`src/rtl/pmu_pkg.sv`:
```
package pmu_pkg;
  localparam int ADDR_W = 3;
  localparam logic [ADDR_W-1:0] A_CTRL    = 3'd0;
  localparam logic [ADDR_W-1:0] A_CNTEN   = 3'd1;
  localparam logic [ADDR_W-1:0] A_SEL     = 3'd2;
  localparam logic [ADDR_W-1:0] A_TYPE    = 3'd3;
  localparam logic [ADDR_W-1:0] A_VALUE   = 3'd4;
  localparam logic [ADDR_W-1:0] A_CYCLE   = 3'd5;
  localparam logic [ADDR_W-1:0] A_SUPPORT = 3'd6;
  localparam logic [ADDR_W-1:0] A_USER    = 3'd7;
  localparam int CTRL_EN_BIT   = 0;
  localparam int CTRL_CCLR_BIT = 1;
  localparam int CTRL_ECLR_BIT = 2;
endpackage

```
`src/rtl/pmu_reg_file.sv`:
```
module pmu_reg_file
  import pmu_pkg::*;
#(
  parameter int DATA_W = 32,
  parameter int NUM_CNT = 4,
  parameter int NUM_EVT = 32,
  parameter int EVT_W = 5,
  parameter int SEL_W = 5,
  parameter logic [NUM_EVT-1:0] SUPPORT_MAP = '1
) (
  input  logic                             clk,
  input  logic                             rst_n,
  input  logic                             bus_req,
  input  logic                             bus_we,
  input  logic                             bus_priv,
  input  logic [ADDR_W-1:0]                bus_addr,
  input  logic [DATA_W-1:0]                bus_wdata,
  output logic [DATA_W-1:0]                bus_rdata,
  input  logic [DATA_W-1:0]                cyc_val,
  input  logic [NUM_CNT-1:0][DATA_W-1:0]   evt_val,
  output logic                             glob_en,
  output logic                             user_en,
  output logic [NUM_CNT-1:0]               cnt_en,
  output logic [NUM_CNT-1:0][EVT_W-1:0]    evt_type,
  output logic                             clr_cyc,
  output logic                             clr_evt,
  output logic [NUM_CNT-1:0]               cnt_wr,
  output logic [DATA_W-1:0]                wr_data
);
  logic [SEL_W-1:0] sel_q;
  logic access_ok, wr_ok, rd_ok, sel_in_rng;
  logic [EVT_W-1:0]  win_type;
  logic [DATA_W-1:0] win_val, rd_mux;

  assign access_ok  = bus_req && (bus_priv || user_en);
  assign wr_ok      = access_ok && bus_we;
  assign rd_ok      = access_ok && !bus_we;
  assign sel_in_rng = ({1'b0, sel_q} < (SEL_W+1)'(NUM_CNT));
  assign clr_cyc    = wr_ok && (bus_addr == A_CTRL) && bus_wdata[CTRL_CCLR_BIT];
  assign clr_evt    = wr_ok && (bus_addr == A_CTRL) && bus_wdata[CTRL_ECLR_BIT];
  assign wr_data    = bus_wdata;

  generate
    for (genvar g = 0; g < NUM_CNT; g++) begin : g_wr
      assign cnt_wr[g] = wr_ok && (bus_addr == A_VALUE) && (sel_q == SEL_W'(g));
    end
  endgenerate

  always_ff @(posedge clk) begin
    if (!rst_n) begin
      glob_en  <= 1'b0;
      user_en  <= 1'b0;
      cnt_en   <= '0;
      sel_q    <= '0;
      evt_type <= '0;
    end else if (wr_ok) begin
      case (bus_addr)
        A_CTRL:  glob_en <= bus_wdata[CTRL_EN_BIT];
        A_CNTEN: cnt_en  <= bus_wdata[NUM_CNT-1:0];
        A_SEL:   sel_q   <= bus_wdata[SEL_W-1:0];
        A_TYPE: begin
          for (int i = 0; i < NUM_CNT; i++)
            if (sel_q == SEL_W'(i)) evt_type[i] <= bus_wdata[EVT_W-1:0];
        end
        A_USER:  if (bus_priv) user_en <= bus_wdata[0];
        default: ;
      endcase
    end
  end

  always_comb begin
    win_type = '0;
    win_val  = '0;
    for (int i = 0; i < NUM_CNT; i++) begin
      if (sel_q == SEL_W'(i)) begin
        win_type = evt_type[i];
        win_val  = evt_val[i];
      end
    end
  end

  always_comb begin
    rd_mux = '0;
    case (bus_addr)
      A_CTRL:    rd_mux = DATA_W'(glob_en);
      A_CNTEN:   rd_mux = DATA_W'(cnt_en);
      A_SEL:     rd_mux = DATA_W'(sel_q);
      A_TYPE:    rd_mux = sel_in_rng ? DATA_W'(win_type) : '0;
      A_VALUE:   rd_mux = sel_in_rng ? win_val : '0;
      A_CYCLE:   rd_mux = cyc_val;
      A_SUPPORT: rd_mux = DATA_W'(SUPPORT_MAP);
      A_USER:    rd_mux = DATA_W'(user_en);
      default:   rd_mux = '0;
    endcase
  end

  assign bus_rdata = rd_ok ? rd_mux : '0;
endmodule

```
`src/rtl/pmu_event_counter.sv`:
```
module pmu_event_counter #(
  parameter int DATA_W = 32,
  parameter int NUM_EVT = 32,
  parameter int EVT_W = 5,
  parameter logic [NUM_EVT-1:0] SUPPORT_MAP = '1
) (
  input  logic               clk,
  input  logic               rst_n,
  input  logic               glob_en,
  input  logic               cnt_en,
  input  logic [EVT_W-1:0]   evt_sel,
  input  logic [NUM_EVT-1:0] event_strobe,
  input  logic               clr,
  input  logic               wr,
  input  logic [DATA_W-1:0]  wdata,
  output logic [DATA_W-1:0]  count
);
  logic evt_valid, hit;

  assign evt_valid = ({1'b0, evt_sel} < (EVT_W+1)'(NUM_EVT));
  assign hit = glob_en && cnt_en && evt_valid &&
               SUPPORT_MAP[evt_sel] && event_strobe[evt_sel];

  always_ff @(posedge clk) begin
    if (!rst_n)   count <= '0;
    else if (clr) count <= '0;
    else if (wr)  count <= wdata;
    else if (hit) count <= count + DATA_W'(1);
  end
endmodule

```
`src/rtl/pmu_cycle_counter.sv`:
```
module pmu_cycle_counter #(
  parameter int DATA_W = 32
) (
  input  logic              clk,
  input  logic              rst_n,
  input  logic              en,
  input  logic              clr,
  output logic [DATA_W-1:0] count
);
  always_ff @(posedge clk) begin
    if (!rst_n)   count <= '0;
    else if (clr) count <= '0;
    else if (en)  count <= count + DATA_W'(1);
  end
endmodule

```
`src/rtl/perf_monitor_unit.sv`:
```
module perf_monitor_unit
  import pmu_pkg::*;
#(
  parameter int DATA_W = 32,
  parameter int NUM_CNT = 4,
  parameter int NUM_EVT = 32,
  parameter int SEL_W = 5,
  parameter logic [NUM_EVT-1:0] SUPPORT_MAP = 32'hFFFF_FF7F
) (
  input  logic               clk,
  input  logic               rst_n,
  input  logic               bus_req,
  input  logic               bus_we,
  input  logic               bus_priv,
  input  logic [2:0]         bus_addr,
  input  logic [DATA_W-1:0]  bus_wdata,
  output logic [DATA_W-1:0]  bus_rdata,
  input  logic [NUM_EVT-1:0] event_strobe
);
  localparam int EVT_W = (NUM_EVT > 1) ? $clog2(NUM_EVT) : 1;

  logic glob_en, user_en, clr_cyc, clr_evt;
  logic [NUM_CNT-1:0]             cnt_en, cnt_wr;
  logic [NUM_CNT-1:0][EVT_W-1:0]  evt_type;
  logic [NUM_CNT-1:0][DATA_W-1:0] evt_val;
  logic [DATA_W-1:0]              cyc_val, wr_data;

  pmu_reg_file #(
    .DATA_W(DATA_W), .NUM_CNT(NUM_CNT), .NUM_EVT(NUM_EVT),
    .EVT_W(EVT_W), .SEL_W(SEL_W), .SUPPORT_MAP(SUPPORT_MAP)
  ) u_regs (
    .clk(clk), .rst_n(rst_n), .bus_req(bus_req), .bus_we(bus_we),
    .bus_priv(bus_priv), .bus_addr(bus_addr), .bus_wdata(bus_wdata),
    .bus_rdata(bus_rdata), .cyc_val(cyc_val), .evt_val(evt_val),
    .glob_en(glob_en), .user_en(user_en), .cnt_en(cnt_en),
    .evt_type(evt_type), .clr_cyc(clr_cyc), .clr_evt(clr_evt),
    .cnt_wr(cnt_wr), .wr_data(wr_data)
  );

  pmu_cycle_counter #(.DATA_W(DATA_W)) u_cyc (
    .clk(clk), .rst_n(rst_n), .en(glob_en), .clr(clr_cyc), .count(cyc_val)
  );

  generate
    for (genvar g = 0; g < NUM_CNT; g++) begin : g_cnt
      pmu_event_counter #(
        .DATA_W(DATA_W), .NUM_EVT(NUM_EVT), .EVT_W(EVT_W),
        .SUPPORT_MAP(SUPPORT_MAP)
      ) u_evt (
        .clk(clk), .rst_n(rst_n), .glob_en(glob_en), .cnt_en(cnt_en[g]),
        .evt_sel(evt_type[g]), .event_strobe(event_strobe),
        .clr(clr_evt), .wr(cnt_wr[g]), .wdata(wr_data), .count(evt_val[g])
      );
    end
  endgenerate
endmodule

```
`config.mk`:
```
export PLATFORM = sky130hd
export DESIGN_NAME = perf_monitor_unit
export DESIGN_NICKNAME = d
export VERILOG_FILES = /design/src/rtl/pmu_pkg.sv /design/src/rtl/pmu_reg_file.sv /design/src/rtl/pmu_event_counter.sv /design/src/rtl/pmu_cycle_counter.sv /design/src/rtl/perf_monitor_unit.sv
export SDC_FILE = /design/constraint.sdc
export NUM_CORES = 1
export LEC_CHECK = 0
export ABC_CLOCK_PERIOD_IN_PS = 2700
export BUFFER_PORTS_ARGS = -buffer_cell sky130_fd_sc_hd__buf_2
export CELL_PAD_IN_SITES_DETAIL_PLACEMENT = 2
export CELL_PAD_IN_SITES_GLOBAL_PLACEMENT = 2
export CORE_MARGIN = 5
export CORE_UTILIZATION = 33
export CTS_CLUSTER_SIZE = 14
export DETAILED_ROUTE_END_ITERATION = 8
export GPL_TIMING_DRIVEN = 0
export PLACE_DENSITY = 0.87
export SYNTH_ARGS = -nofsm -noshare
export SYNTH_HDL_FRONTEND = slang
export SYNTH_SLANG_ARGS = --single-unit
```
`constraint.sdc`:
```
create_clock -name clk -period 2.7 [get_ports clk]
set_clock_uncertainty 0.2 [all_clocks]
set_input_delay 0.27 -clock clk [delete_from_list [all_inputs] [get_ports clk]]
set_output_delay 0.27 -clock clk [all_outputs]
set_load 0.02 [all_outputs]
```
==> results of run 1 <==
==> layout by cell type, fill, tap and decap left out, drive strengths merged, types with 6 or more instances in the layout <==
| master | n |
|---|---|
| a211oi | 11 |
| a21oi | 133 |
| a221oi | 7 |
| a31o | 6 |
| a31oi | 24 |
| a41oi | 6 |
| and2 | 13 |
| and3 | 42 |
| and4 | 19 |
| buf | 299 |
| clkbuf | 97 |
| clkinv | 6 |
| dfxtp | 195 |
| diode | 7 |
| dlygate4sd3 | 28 |
| inv | 24 |
| mux2 | 8 |
| mux2i | 91 |
| mux4 | 36 |
| nand2 | 132 |
| nand2b | 25 |
| nand3 | 75 |
| nand4 | 66 |
| nor2 | 125 |
| nor3 | 50 |
| nor4 | 72 |
| nor4b | 6 |
| o211ai | 15 |
| o21ai | 120 |
| o221ai | 23 |
| or3 | 19 |
| or4 | 10 |
| xnor2 | 65 |
| xor2 | 23 |
==> worst paths after layout <==
path	from	to	slack (ps)	cells past startpoint
setup / recovery	g_cnt[3].u_evt.count[20]	g_cnt[3].u_evt.count[27]	-880	6
hold reg to reg	u_cyc.count[22]	u_cyc.count[22]	320	2
setup reg to reg	g_cnt[3].u_evt.count[20]	g_cnt[3].u_evt.count[27]	-880	6
hold / removal	rst_n	u_regs.evt_type[6]	80	3
==> repair_timing <==
item	CTS	global route
hold endpoints to repair	49	0
pin swaps	86	167
setup buffers	58	87
setup endpoints to repair	211	190
hold buffers	28	0
gates resized for setup	395	528
cloned	7	6
==> registers in the layout, indices dropped and copies added, names as in the netlist, named ones only <==
signal / cells
u_regs.user_en: 1
u_regs.cnt_en: 4
u_regs.evt_type: 20
u_regs.glob_en: 1
g_cnt.u_evt.count: 128
u_cyc.count: 32
u_regs.sel_q: 5
==> per-stage QoR <==
| step | setup TNS, ps | instances | util [%] | hold WS [ps] |
|---|---|---|---|---|
| floorplan | 0 | 1655 | - | 179 |
| global placement | -128110 | 2281 | 36.4 | 267 |
| detailed placement | -150320 | 2281 | 36.4 | 289 |
| CTS | -7030 | 2397 | 43.8 | 6.55 |
| global route | -39390 | 2479 | 50.8 | 79.5 |
| finish | -40600 | 2485 | 50.8 | 80.9 |
==> worst reg2reg max path, delay by kind of cell (launching register included) <==
| family | cells | cell delay [ps] |
|---|---|---|
| AO/OA/AOI/OAI | 1 | 550 |
| XOR/XNOR | 1 | 180 |
| flip-flops | 1 | 550 |
| AND/OR/NAND/NOR | 4 | 1950 |
==> cells by family after synthesis <==
group | count (synthesis) | share of synthesized area, %
xor gates and xnor gates | 88 | 5.78
adders and majority gates | 5 | 0.469
AOI/OAI and AO/OA | 391 | 18.3
and+or+nand+nor | 682 | 27.6
buffers and inverters | 159 | 4.98
muxes | 135 | 13.6
DFF | 195 | 29.3
==> cell usage after synthesis, drive strengths merged (7+ instances only) <==
cell type / number / area (um^2)
dfxtp: 195 / 3900
mux4: 36 / 811
and4: 19 / 166
nor3: 50 / 260
xor2: 23 / 201
mux2i: 91 / 911
a21oi: 133 / 666
o21ai: 120 / 601
or3: 19 / 119
nand2b: 25 / 156
or4: 10 / 75.1
nand3: 75 / 375
a211oi: 11 / 82.6
buf: 28 / 170
nand2: 132 / 498
inv: 21 / 78.8
nor4: 72 / 514
o221ai: 23 / 201
o211ai: 15 / 113
xnor2: 65 / 569
nor2: 125 / 469
mux2: 8 / 90.1
a31oi: 24 / 165
and2: 13 / 81.3
clkbuf: 109 / 412
and3: 42 / 263
a221oi: 7 / 61.3
nand4: 66 / 413
==> routing by layer <==
metal,track usage (%),share of wire (%),vias to the layer above
met5,0,0.031,-
met4,27.8,11,8
met3,11.5,13,928
met2,63.0,43,1926
met1,42.8,33,9223
li1,-,-,6828
==> power groups by stage <==
stage,sequential [W],clock [W],combinational (W)
floorplan,0.00301,0,0.000307
global placement,0.00304,0,0.000580
detailed placement,0.00304,0,0.000611
CTS,0.00299,0.00274,0.000749
global route,0.00301,0.00302,0.00107
finish,0.00302,0.00298,0.00108
==> cell type report <==
type                    instances  share of cell area, %
diodes                          7                 0.0865
multi-input cells            1301                   56.4
inverters                      22                  0.408
plain buffers                 121                   5.46
repair buffers                282                   12.0
clock buffers                  21                   2.27
clock inverters                11                  0.624
well taps                     525                   3.25
flip-flops and latches        195                   19.5
==> metrics.cfg, run 1 <==
[yosys]
syn_nets = 1732
synth_area_mm2 = 0.0133
synthArstFlopShare_pct = 0
synthFlopType = dfxtp_1
yosysUniqueCellTypes = 84
synth-edff-count = 0
yosys_warnings = 0
ys_ff_latch = 195
synth_seq_area_share_pct = 29.3
avgSynthCellArea_um2 = 8.06
synth_cells = 1655

[sta]
setup_viol = 173
relSlewSlack_pct = 22.2
tightest_slew_ps = 1170
hold_violations = 0
fin_ws_ps = -882
clock.fmax_ghz = 0.279
slew_violations = 0
min_period_ps = 3580
fin_crit_sh_pct = 133
rsz0062_at_grt = yes

[worst_hold_path]
hold_path_class = in2reg

[setup_path]
slowest_stage = nor3_1
cp.required_ps = 2830
critPathMaxFanout = 8
crit_path_max_incr_delay_ps = 840
crit_path_start_kind = flop
crit_buf_inv = 0
cp_cell_sequence = nand4_1 -> nor3_1 -> nand3_1 -> nor4_1 -> xnor2_1 -> a21oi_1
cpLargestDelayFamily = simple AND/OR/NAND/NOR gates
worst_setup_path_end_kind = flop
worstPathArrival_ps = 3720
path_class = reg2reg

[placement]
dp_hpwl_um = 51700
post_dp_cell_area_mm2 = 0.0145
gp_congestion = 0.976
portBuffers = 101
dp_slack_ps = -1600

[outcome]
outcome = finished, violations left
violations = setup timing

[die]
initial_core_util_pct = 33.5
dieArea_mm2 = 0.0445
ios = 104
core_mm2 = 0.0398
die_w_um = 211
fp.dieH_um = 211
rows = 73

[route]
drtAntennaViolNets = 0
drc = 0
first_iter_violations = 2795
dr.pass1.iters = 6
vias = 18900
post_drt_wl_per_cell_um = 44.5
wl_um = 111000
routed_via_density = 7.61

[power]
power.total_w = 0.00708
swShare_pct = 33.9
power_density_mw_per_mm2 = 350
p_int_w = 0.00468
power_frac_clock_pct = 42.1
seqPwrFrac_pct = 42.6
ir_drop_v = 0.000456
comb_power_share_pct = 15.3
power_leakage_nw = 6.60
p_sw_w = 0.00240

[layout]
syn_to_final_growth_pct = 51.8
drive_gt1_share_pct = 40.5
multi_input_area_mm2 = 0.0114
seq_area_mm2 = 0.00395
fin_nets = 2017
final_area_mm2 = 0.0202
fill_cells = 4061

[cts]
cts_tree = yes
clk_path_buf_depth = 2
cts.sinks = 195
cts_buffers = 17
clock_latency_ps = 520
path_clk_slew_ps = 90
root_buffer = clkbuf_16
htree_levels = 4

[global_routing]
grt_max_degree = 17
track_usage_pct = 38.6
grt_first_pass_wirelength_um = 129000
grt.overflow.total = 0
grt_pass1_vias = 18400
antenna_found_initial = 10

[flow_run]
drv_cap = 0

Note: power is estimated with default switching activity, not from simulation.
==> inputs of run 2 (changes only) <==
--- a/config.mk
+++ b/config.mk
@@ -18,3 +18,4 @@
 export SYNTH_ARGS = -nofsm -noshare
 export SYNTH_HDL_FRONTEND = slang
 export SYNTH_SLANG_ARGS = --single-unit
+export TNS_END_PERCENT = 30
==> run 2 against run 1 <==
The flow still finishes with violations (setup timing). Fmax rose by 0.98%. Combinational power is 9.8% lower. Sequential share of layout area up 2.0 points. Utilization decreased by 4.8 points. Clock-buffer cell count stayed put. Critical path depth increased by 1. Sequential power hardly changed. Clock power shrank 2%.
==> metrics.cfg, run 2 (same netlist as run 1, synthesis figures left out) <==
[layout]
top_regs = g_cnt.u_evt.count x128, u_cyc.count x32, u_regs.evt_type x20
mostFrequentLayoutCell = dfxtp_1
fin_nets = 1964
final_cell_mix = dfxtp_1, nand2_1, nor2_1
syn_to_final_growth_pct = 37.5
drive_gt1_share_pct = 31.6
largest_reg_flops = 128
top_register = g_cnt.u_evt.count

[global_routing]
track_usage_pct = 36.5
grt_first_pass_wirelength_um = 123000
grt_max_degree = 17
grt.overflow.total = 0
grt_pass1_vias = 18000
antenna_found_initial = 9

[route]
post_drt_wl_per_cell_um = 41.7
wl_um = 101000
drtAntennaViolNets = 0
first_iter_violations = 2605
routed_via_density = 7.66
drc = 0
vias = 18600
dr.pass1.iters = 6

[cts]
cts.sinks = 195
cts_buffers = 17
clock_latency_ps = 510
htree_levels = 4
root_buffer = clkbuf_16
path_clk_slew_ps = 90
clk_path_buf_depth = 2
cts_tree = yes

[placement]
portBuffers = 101
dp_hpwl_um = 51700
dp_slack_ps = -1600
gp_congestion = 0.976

[worst_hold_path]
hold_path_class = in2reg
hold_start = bus_wdata[17]
whs_path_depth = 3
hold_end = g_cnt[1].u_evt.count[17]

[sta]
fin_ws_ps = -847
min_period_ps = 3550
hold_violations = 0
rsz0062_at_grt = yes
fin_crit_sh_pct = 131
tightest_slew_ps = 1150
clock.fmax_ghz = 0.282
relSlewSlack_pct = 23.6
final.setup.tns_ps = -31930
slew_violations = 0
setup_viol = 148

[setup_path]
slowest_stage = or4_4
critPathMaxFanout = 4
crit_buf_inv = 1
cp_cell_sequence = nand4_1 -> nor3_2 -> nand2_1 -> or4_4 -> buf_4 -> or3_1 -> a31oi_1
r2r_start = g_cnt[3].u_evt.count[7]
crit_path_start_kind = flop
r2r_cells = 7
crit_path_max_incr_delay_ps = 610
cpLargestDelayFamily = simple AND/OR/NAND/NOR gates
rrSetupSlack_ps = -850
r2r-end = g_cnt[3].u_evt.count[16]
worstPathArrival_ps = 3680
path_class = reg2reg
cp.required_ps = 2830
worst_setup_path_end_kind = flop

[die]
fp.dieH_um = 211
initial_core_util_pct = 33.5
core_mm2 = 0.0398
die_w_um = 211
ios = 104
dieArea_mm2 = 0.0445
rows = 73

[outcome]
violations = setup timing
outcome = finished, violations left

[power]
ir_drop_v = 0.000353
power_leakage_nw = 6.02
power_density_mw_per_mm2 = 377

[flow_run]
drv_cap = 0

[run 2: cell types whose count changed in the layout (fill, tap and decap cells not counted), sizes merged]
cell / change
diode: +1
clkbuf: +7
buf: -60
[run 2: through the flow]
stage	hold slack, ps	instance area (um^2)	cells	power [W]	util (%)
final	82.5	18300	2433	0.00690	46.0
after global routing	46.6	18300	2428	0.00694	46.0
after CTS	6.57	17000	2373	0.00646	42.6
after detailed placement	289	14500	2281	0.00365	36.4
after global placement	267	14500	2281	0.00362	36.4
after floorplan	179	13300	1655	0.00332	-
[run 2: how the worst max path moves through the flow]
stage | start | end | slack [ps] | depth (start not counted)
2_1_floorplan | u_regs.evt_type[0] | g_cnt[0].u_evt.count[29] | 90 | 8
3_3_place_gp | bus_addr[1] | g_cnt[2].u_evt.count[29] | -1460 | 9
3_5_place_dp | bus_addr[1] | g_cnt[2].u_evt.count[29] | -1600 | 9
4_1_cts | u_regs.sel_q[3] | bus_rdata[26] | -270 | 7
5_1_grt | u_regs.sel_q[3] | bus_rdata[3] | -730 | 7
6_report | g_cnt[3].u_evt.count[7] | g_cnt[3].u_evt.count[16] | -850 | 7
[run 2: worst min-delay path, cell delays in order]
cell	delay [ps]
buf_2	190
o21ai_1	210
nor2_1	60
[run 2: what timing repair did]
action / 4_1_cts / 5_1_grt
cloned: 3 / 4
resized for setup: 339 / 271
hold buffers: 28 / 0
pin swaps: 49 / 88
setup buffers: 36 / 52
endpoints found under the hold margin: 47 / 0
setup endpoints to repair: 211 / 181
[run 2: per-layer routing]
metal  global-route usage (%)  vias to the layer above  wire [um]
li1                         -                     6742          -
met1                     42.1                     9029      33000
met2                     59.5                     1961      43500
met3                     9.13                      897      12700
met4                     25.2                        2      12200
met5                    0.754                        -         18
[run 2: final cells by class]
cell class / instances / area (um^2)
diodes: 8 / 20.0
plain buffers: 127 / 1040
clock buffers: 21 / 460
clock inverters: 11 / 126
fillers: 4217 / 21500
inverters: 22 / 82.6
multi-input cells: 1301 / 10200
flip-flops and latches: 195 / 3940
well taps: 525 / 657
repair buffers: 223 / 1780
[run 2: report_power, final]
group	leakage (nW)	internal (W)	switching [W]	total, W
logic	4.14	0.000308	0.000666	0.000974
clock network	0.288	0.00143	0.00149	0.00292
registers	1.59	0.00290	0.000109	0.00301
